`src/rtl/wkst_pkg.sv`:
```
package wkst_pkg;
   localparam int REG_W   = 8;
   localparam int IDX_W   = $clog2(REG_W);
   localparam int EN_POS  = 7;
   localparam int LVL_POS = 4;
   localparam int SEL_POS = 0;
   localparam int N_PINS  = 2;

   // Bits that hold state; every other bit is reserved and reads zero.
   function automatic logic [REG_W-1:0] wr_mask(input bit sel_fixed);
      logic [REG_W-1:0] m;
      m = '0;
      m[EN_POS]  = 1'b1;
      m[LVL_POS] = 1'b1;
      if (!sel_fixed) m[SEL_POS] = 1'b1;
      return m;
   endfunction
endpackage

```
`src/rtl/wkst_ctrl_reg.sv`:
```
module wkst_ctrl_reg
   import wkst_pkg::*;
#(
   parameter bit SEL_FIXED = 1'b0
) (
   input  logic             clk,
   input  logic             rst_n,
   input  logic             wr_byte_en,
   input  logic [REG_W-1:0] wr_byte_data,
   input  logic             wr_bit_en,
   input  logic [IDX_W-1:0] wr_bit_idx,
   input  logic             wr_bit_val,
   input  logic             wr_guard,
   input  logic             stop_wake,
   input  logic             snooze_wake,
   output logic [REG_W-1:0] reg_q
);
   localparam logic [REG_W-1:0] WMASK   = wr_mask(SEL_FIXED);
   localparam logic [IDX_W-1:0] LVL_IDX = IDX_W'(LVL_POS);

   initial begin
      assert (EN_POS < REG_W && LVL_POS < REG_W && SEL_POS < REG_W)
         else $error("field position outside register");
      assert (EN_POS != LVL_POS && LVL_POS != SEL_POS && EN_POS != SEL_POS)
         else $error("field positions overlap");
   end

   logic [REG_W-1:0] nxt;
   logic             lvl_by_sw;
   logic             flip;

   always_comb begin
      nxt       = reg_q;
      lvl_by_sw = 1'b0;
      if (!wr_guard) begin
         if (wr_byte_en) begin
            nxt       = wr_byte_data & WMASK;
            lvl_by_sw = 1'b1;
         end else if (wr_bit_en) begin
            nxt[wr_bit_idx] = wr_bit_val;
            nxt             = nxt & WMASK;
            lvl_by_sw       = (wr_bit_idx == LVL_IDX);
         end
      end
      // Two events in one cycle cancel: each is an inversion.
      flip = stop_wake ^ snooze_wake;
      if (flip && !lvl_by_sw) nxt[LVL_POS] = ~reg_q[LVL_POS];
   end

   always_ff @(posedge clk or negedge rst_n) begin
      if (!rst_n) reg_q <= '0;
      else        reg_q <= nxt;
   end

   // reserved and locked bits never hold a one
   assert_reserved_zero_R2: assert property (@(posedge clk) disable iff (!rst_n)
      (reg_q & ~WMASK) == '0);

   // guarded cycle without net wake event leaves the register intact
   assert_guard_hold_R4: assert property (@(posedge clk) disable iff (!rst_n)
      (wr_guard && (stop_wake == snooze_wake)) |=> $stable(reg_q));

   // stop release alone with no level write inverts the level
   assert_stop_flip_R5: assert property (@(posedge clk) disable iff (!rst_n)
      (stop_wake && !snooze_wake && (wr_guard || (!wr_byte_en && !wr_bit_en)))
      |=> reg_q[LVL_POS] != $past(reg_q[LVL_POS]));

   // accepted byte write sets the level regardless of wake strobes
   assert_write_wins_R7: assert property (@(posedge clk) disable iff (!rst_n)
      (!wr_guard && wr_byte_en) |=> reg_q[LVL_POS] == $past(wr_byte_data[LVL_POS]));
endmodule

```
`src/rtl/wkst_pin_steer.sv`:
```
module wkst_pin_steer
   import wkst_pkg::*;
#(
   parameter bit SEL_FIXED = 1'b0
) (
   input  logic              clk,
   input  logic              rst_n,
   input  logic              out_en,
   input  logic              out_lvl,
   input  logic              out_sel,
   input  logic [N_PINS-1:0] latch_i,
   output logic [N_PINS-1:0] pin_o
);
   localparam int SEL_W = (N_PINS > 1) ? $clog2(N_PINS) : 1;

   initial begin
      assert (N_PINS == 2) else $error("select field is one bit wide");
   end

   logic [SEL_W-1:0] sel_idx;

   generate
      if (SEL_FIXED) begin : g_sel_fixed
         assign sel_idx = '0;
         logic unused_sel;
         assign unused_sel = out_sel;
      end else begin : g_sel_live
         assign sel_idx = SEL_W'(out_sel);
      end

      for (genvar p = 0; p < N_PINS; p++) begin : g_pin
         assign pin_o[p] = (out_en && (sel_idx == SEL_W'(p))) ? out_lvl : latch_i[p];
      end
   endgenerate

   // enabled with select 0 drives the level on pin A only
   assert_pin_a_R8: assert property (@(posedge clk) disable iff (!rst_n)
      (out_en && sel_idx == '0) |-> (pin_o[0] == out_lvl && pin_o[1] == latch_i[1]));

   // disabled output passes both latches through
   assert_pass_off_R10: assert property (@(posedge clk) disable iff (!rst_n)
      !out_en |-> (pin_o == latch_i));
endmodule

```
`src/rtl/wkst_toggler.sv`:
```
module wkst_toggler
   import wkst_pkg::*;
#(
   parameter bit SEL_FIXED = 1'b0
) (
   input  logic             clk,
   input  logic             rst_n,
   input  logic             wr_byte_en,
   input  logic [REG_W-1:0] wr_byte_data,
   input  logic             wr_bit_en,
   input  logic [IDX_W-1:0] wr_bit_idx,
   input  logic             wr_bit_val,
   input  logic             wr_guard,
   input  logic             stop_wake,
   input  logic             snooze_wake,
   input  logic             latch_a,
   input  logic             latch_b,
   output logic [REG_W-1:0] rd_data,
   output logic             pin_a,
   output logic             pin_b
);
   logic [REG_W-1:0]  reg_q;
   logic [N_PINS-1:0] pins;

   wkst_ctrl_reg #(.SEL_FIXED(SEL_FIXED)) u_reg (
      .clk          (clk),
      .rst_n        (rst_n),
      .wr_byte_en   (wr_byte_en),
      .wr_byte_data (wr_byte_data),
      .wr_bit_en    (wr_bit_en),
      .wr_bit_idx   (wr_bit_idx),
      .wr_bit_val   (wr_bit_val),
      .wr_guard     (wr_guard),
      .stop_wake    (stop_wake),
      .snooze_wake  (snooze_wake),
      .reg_q        (reg_q)
   );

   wkst_pin_steer #(.SEL_FIXED(SEL_FIXED)) u_steer (
      .clk     (clk),
      .rst_n   (rst_n),
      .out_en  (reg_q[EN_POS]),
      .out_lvl (reg_q[LVL_POS]),
      .out_sel (reg_q[SEL_POS]),
      .latch_i ({latch_b, latch_a}),
      .pin_o   (pins)
   );

   assign rd_data = reg_q;
   assign pin_a   = pins[0];
   assign pin_b   = pins[1];
endmodule

```
`config.mk`:
```
export PLATFORM = sky130hd
export DESIGN_NAME = wkst_toggler
export DESIGN_NICKNAME = d
export VERILOG_FILES = /design/src/rtl/wkst_pkg.sv /design/src/rtl/wkst_ctrl_reg.sv /design/src/rtl/wkst_pin_steer.sv /design/src/rtl/wkst_toggler.sv
export SDC_FILE = /design/constraint.sdc
export NUM_CORES = 1
export LEC_CHECK = 0
export ABC_AREA = 1
export BUFFER_PORTS_ARGS = -buffer_cell sky130_fd_sc_hd__buf_2
export CORE_AREA = 2 2 39 41
export DETAILED_ROUTE_END_ITERATION = 16
export DIE_AREA = 0 0 41 43
export GPL_ROUTABILITY_DRIVEN = 0
export PLACE_DENSITY = 0.65
export SLEW_MARGIN = 10
export SYNTH_ARGS = -nofsm -noshare
export SYNTH_HDL_FRONTEND = slang
export SYNTH_SLANG_ARGS = --single-unit
```
`constraint.sdc`:
```
create_clock -name clk -period 1 [get_ports clk]
set_clock_uncertainty 0.05 [all_clocks]
set_input_delay 0.15 -clock clk [delete_from_list [all_inputs] [get_ports clk]]
set_output_delay 0.15 -clock clk [all_outputs]
set_load 0.1 [all_outputs]
```
After elaboration in Yosys (flattened, before gate mapping):

Cells that the tools add are included.

* input port bits: 21
* output and inout port bits: 10
* bits in registers: 8

* reduce and logical (&&, ||, !) cells: 9
* equal/unequal tests: 2
* $lt $le $gt $ge: 2
* mux-type cells: 12
* bitwise gates (word level): 4

Operators with widths (number)
* 8-bit 2-to-1 mux: 2
* 8-bit bitwise mux: 1
* 1-bit 2-to-1 mux: 7
* 5-bit 2-to-1 mux: 1
* 1-bit logical AND: 4
* 3-bit by 4-bit < comparator with 1-bit output (second input constant): 1
* 2-bit AND reduction: 2
* 1-bit demux with 3-bit select: 1
* 3-bit == test (second input constant): 1
* 3-bit by 1-bit greater-or-equal comparator with 1-bit output (second input constant): 1
* 1-bit inverter: 3
* 3-bit nonzero test: 1
* 2-bit by 1-bit inequality test with 1-bit output (second input constant): 1
* 2-bit nonzero test: 1
* 1-bit logical NOT: 1
* 1-bit bitwise XOR: 1

Depth between registers and ports, before layout:

* word-level depth: 9
* gate-level depth with buffers: 7
* depth with buffers taken out: 7

Cells and area by module:

Synthesis repeated with hierarchy kept, for this count alone.

* cells, all modules: 57
* area, all modules: 327.8 um2

By module, submodules not included
* wkst_ctrl_reg: times used 1, cells each 48, area each 291.5 um2, seq. area each 75.1 um2
* wkst_pin_steer: times used 1, cells each 9, area each 36.3 um2, seq. area each 0.0 um2

Worst setup path before layout:

Ideal clock, no wire load.

* path kind: flip-flop to output port
* start: reg u_reg.reg_q[7]
* end: out pin_a
* arrival time: 2.089 ns
* cell stages (with the launch flop): 2
* path buffers: 0
* required time: 0.800 ns
* path slack: -1.289 ns
* cells stage by stage: dfrtp_1 > a31oi_1

* longest elaborated chain between the ends: 2

Ends and longest elaborated chain
* start, declared: line wkst_ctrl_reg.sv:16 `output logic [REG_W-1:0] reg_q`
* start signal, assigned: line wkst_ctrl_reg.sv:52 `else reg_q <= nxt;`
* 1-bit logical AND: line wkst_pin_steer.sv:32 `assign pin_o[p] = (out_en && (sel_idx == SEL_W'(p))) ? out_lvl : latch_i[p];`
* 1-bit 2-to-1 mux: line wkst_pin_steer.sv:32
* end, declared: line wkst_toggler.sv:19 `output logic pin_a,`

No other way between the ends.

Final worst setup path:

* start: reg u_reg.reg_q[0]
* end: out pin_a

* longest elaborated chain between the ends: 3

Ends and longest elaborated chain (line)
* 1-bit inverter: wkst_pin_steer.sv:32
* 1-bit logical AND: wkst_pin_steer.sv:32
* 1-bit 2-to-1 mux: wkst_pin_steer.sv:32

No other way between the ends.

==> impl_metrics.csv <==
group,metric,value,unit
status,status,"finished, violations left",
status,violations,"setup timing",
critical_path,worstPathArrival,1.19,ns
drt,drc,0,
critical_path,worstPathRequired,0.80,ns
layout,largest-register,"u_reg.reg_q",
layout,fin_nets,103,
drt,routed_wl,769,um
critical_path,cpMaxStageDelayCell,"dfrtp_2",
layout,drive_gt1_share,53.1,%
timing,layout_setup_ws,-0.387,ns
yosys,synth-edff-count,0,
timing,setup_violations,5,
yosys,yosysTopAreaCell,"nand2_1",
global_route,grt_usage,10.0,%
timing,min_period,1.39,ns
floorplanning,fp-row-count,14,
floorplanning,die_width,41,um
clocking,cts_tree,"built",
yosys,synth.distinct_cells,14,
timing,setup_tns,-1.38,ns
placement,io_buffers,20,
power,p_leak,0.325,nW
critical_path,crit_type,"reg -> out",
yosys,syn_area,337,um^2
drt,drtIter0Drc,4,
critical_path,worstPathCellList,"inv_4, a21oi_4, a31oi_4, buf_12",
global_route,grt_pass1_vias,316,
yosys,ys.flop_type,"dfrtp_1",
clocking,cts_buffers,3,
drt,final_antenna_net_count,0,
critical_path,slowest_delay,0.45,ns
timing,fmax,721,MHz
floorplanning,coreArea,1380,um^2
floorplanning,die_height,43,um
yosys,yosysSeqAreaShare,22.3,%
drt,viasPerCell,3.93,
power,power_density,1670,nW/um^2
hold_path,hold_class,"in -> reg",
yosys,yosys_warnings,0,
clocking,clock_latency,0.23,ns
timing,slew_viol_final,0,
yosys,avgSynthCellArea,6.01,um^2
job,max_cap_viol_count,0,
global_route,antenna_found_initial,0,
floorplanning,dieArea,1760,um^2
layout,area_growth,84.4,%
power,power,1.04,mW
timing,period_share,139,%
drt,num_vias,381,
critical_path,worstSetupStartpointType,"flop",
yosys,yosysMostFrequentCell,"nand2_1",
yosys,synth_top_cells_by_count,"nand2_1, buf_4, inv_1",
global_route,grt_max_degree,6,
clocking,clkSinkCount,3,
clocking,h-tree-depth,1,
power,vdd_drop_max,574,uV
yosys,synthArstFlopShare,100,%
timing,rsz0062_at_grt,"true",
yosys,synth-seq-cells,3,
floorplanning,num_io_pins,31,
yosys,yosys.area.top_type_share,23.4,%
drt,first_pass_iters,4,
layout,top_regs,"u_reg.reg_q: 3 flops",
critical_path,end_kind,"output port",
placement,dp_hpwl,634,um
drt,routedWlPerCell,7.93,um
clocking,cts-root-buf,"clkbuf_4",
clocking,cts_buffer_depth,2,
critical_path,crit_fanout,4,
yosys,postSynthCellCount,56,
yosys,synthTopCellsByArea,"nand2_1, dfrtp_1, buf_4",
placement,place_ws,-0.148,ns
global_route,grt_pass1_wl,1170,um
layout,largest_reg_flops,3,
global_route,grt-ovfl-total,0,
floorplanning,initial_core_util,24.3,%
layout,num_antenna_cells,0,
clocking,clk_pin_slew,0.04,ns
timing,hold_violations,0,
[through the flow]
step           cells  hold slack [ns]  utilization [%]  cell area [um^2]
6_report          97            0.144             44.8               621
2_1_floorplan     60           -0.196                -               392
3_5_place_dp      91          -0.0994             39.7               549
3_3_place_gp      91           -0.100             39.7               549
5_1_grt           97            0.175             44.8               621
4_1_cts           97            0.150             43.4               601
[cells by family after synthesis]
| kind of cell | count (synthesis) | synth area share [%] |
|---|---|---|
| simple gates | 28 | 34.9 |
| buf+inv | 15 | 25.6 |
| compound gates | 9 | 16.0 |
| flops | 3 | 22.3 |
| other cells | 1 | 1.11 |
[final cells by class]
class	count	area [um^2]
Inverter	7	28.8
Multi-Input combinational cell	42	245
Fill cell	146	763
Clock buffer	4	26.3
Timing Repair Buffer	25	223
Tap cell	16	20.0
Sequential cell	3	77.6
[worst max-delay path: cells and delay by family (launching register included)]
| kind | cells | cell delay, ns |
|---|---|---|
| compound gates | 2 | 0.22 |
| buf+inv | 2 | 0.28 |
| flops | 1 | 0.45 |
[cell usage in the layout, fill, tap and decap left out, drive strengths merged]
master       instances
a21oi                3
a31oi                2
buf                 24
clkbuf               4
conb                 5
dfrtp                3
dlygate4sd3          1
inv                  7
nand2               23
nand3                3
nand3b               1
nor2                 1
o21ai                3
o21bai               1
[power breakdown]
part	leakage, nW	switching, mW	internal [mW]	total (mW)
Clock	0.0150	0.0591	0.149	0.208
Sequential	0.0351	0.0351	0.142	0.177
Combinational	0.275	0.424	0.225	0.649
Total	0.325	0.518	0.517	1.04
[path summary, 6_finish.rpt]
kind                                       startpoint                          to  slack (ns)  depth (start not counted)
hold / removal                            snooze_wake  u_reg.reg_q[4]$_DFFE_PN0P_        0.14                          4
setup reg to reg           u_reg.reg_q[0]$_DFFE_PN0P_  u_reg.reg_q[0]$_DFFE_PN0P_        0.03                          4
hold reg to reg            u_reg.reg_q[4]$_DFFE_PN0P_  u_reg.reg_q[4]$_DFFE_PN0P_        0.70                          6
min in group asynchronous                       rst_n  u_reg.reg_q[0]$_DFFE_PN0P_        0.20                          2
setup / recovery           u_reg.reg_q[0]$_DFFE_PN0P_                       pin_a       -0.39                          4
max in group asynchronous                       rst_n  u_reg.reg_q[7]$_DFFE_PN0P_        0.58                          2
[repair_timing]
item / in CTS / in global routing
setup buffers: 2 / 0
endpoints found under the setup margin: 6 / 6
hold endpoints to repair: 3 / 0
hold buffers: 1 / 0
cloned: 0 / 0
gates resized for setup: 3 / 5
pin swaps: 0 / 4
[layer usage]
| layer | track usage [%] | part of all wire, % | wire [um] |
|---|---|---|---|
| met5 | 0 | 0 | 0 |
| met4 | 10.0 | 0 | 0 |
| met3 | 1.57 | 9.4 | 72 |
| met2 | 14.7 | 52 | 400 |
| met1 | 11.3 | 38 | 295 |
No activity file was read; power rests on OpenSTA's default activity.
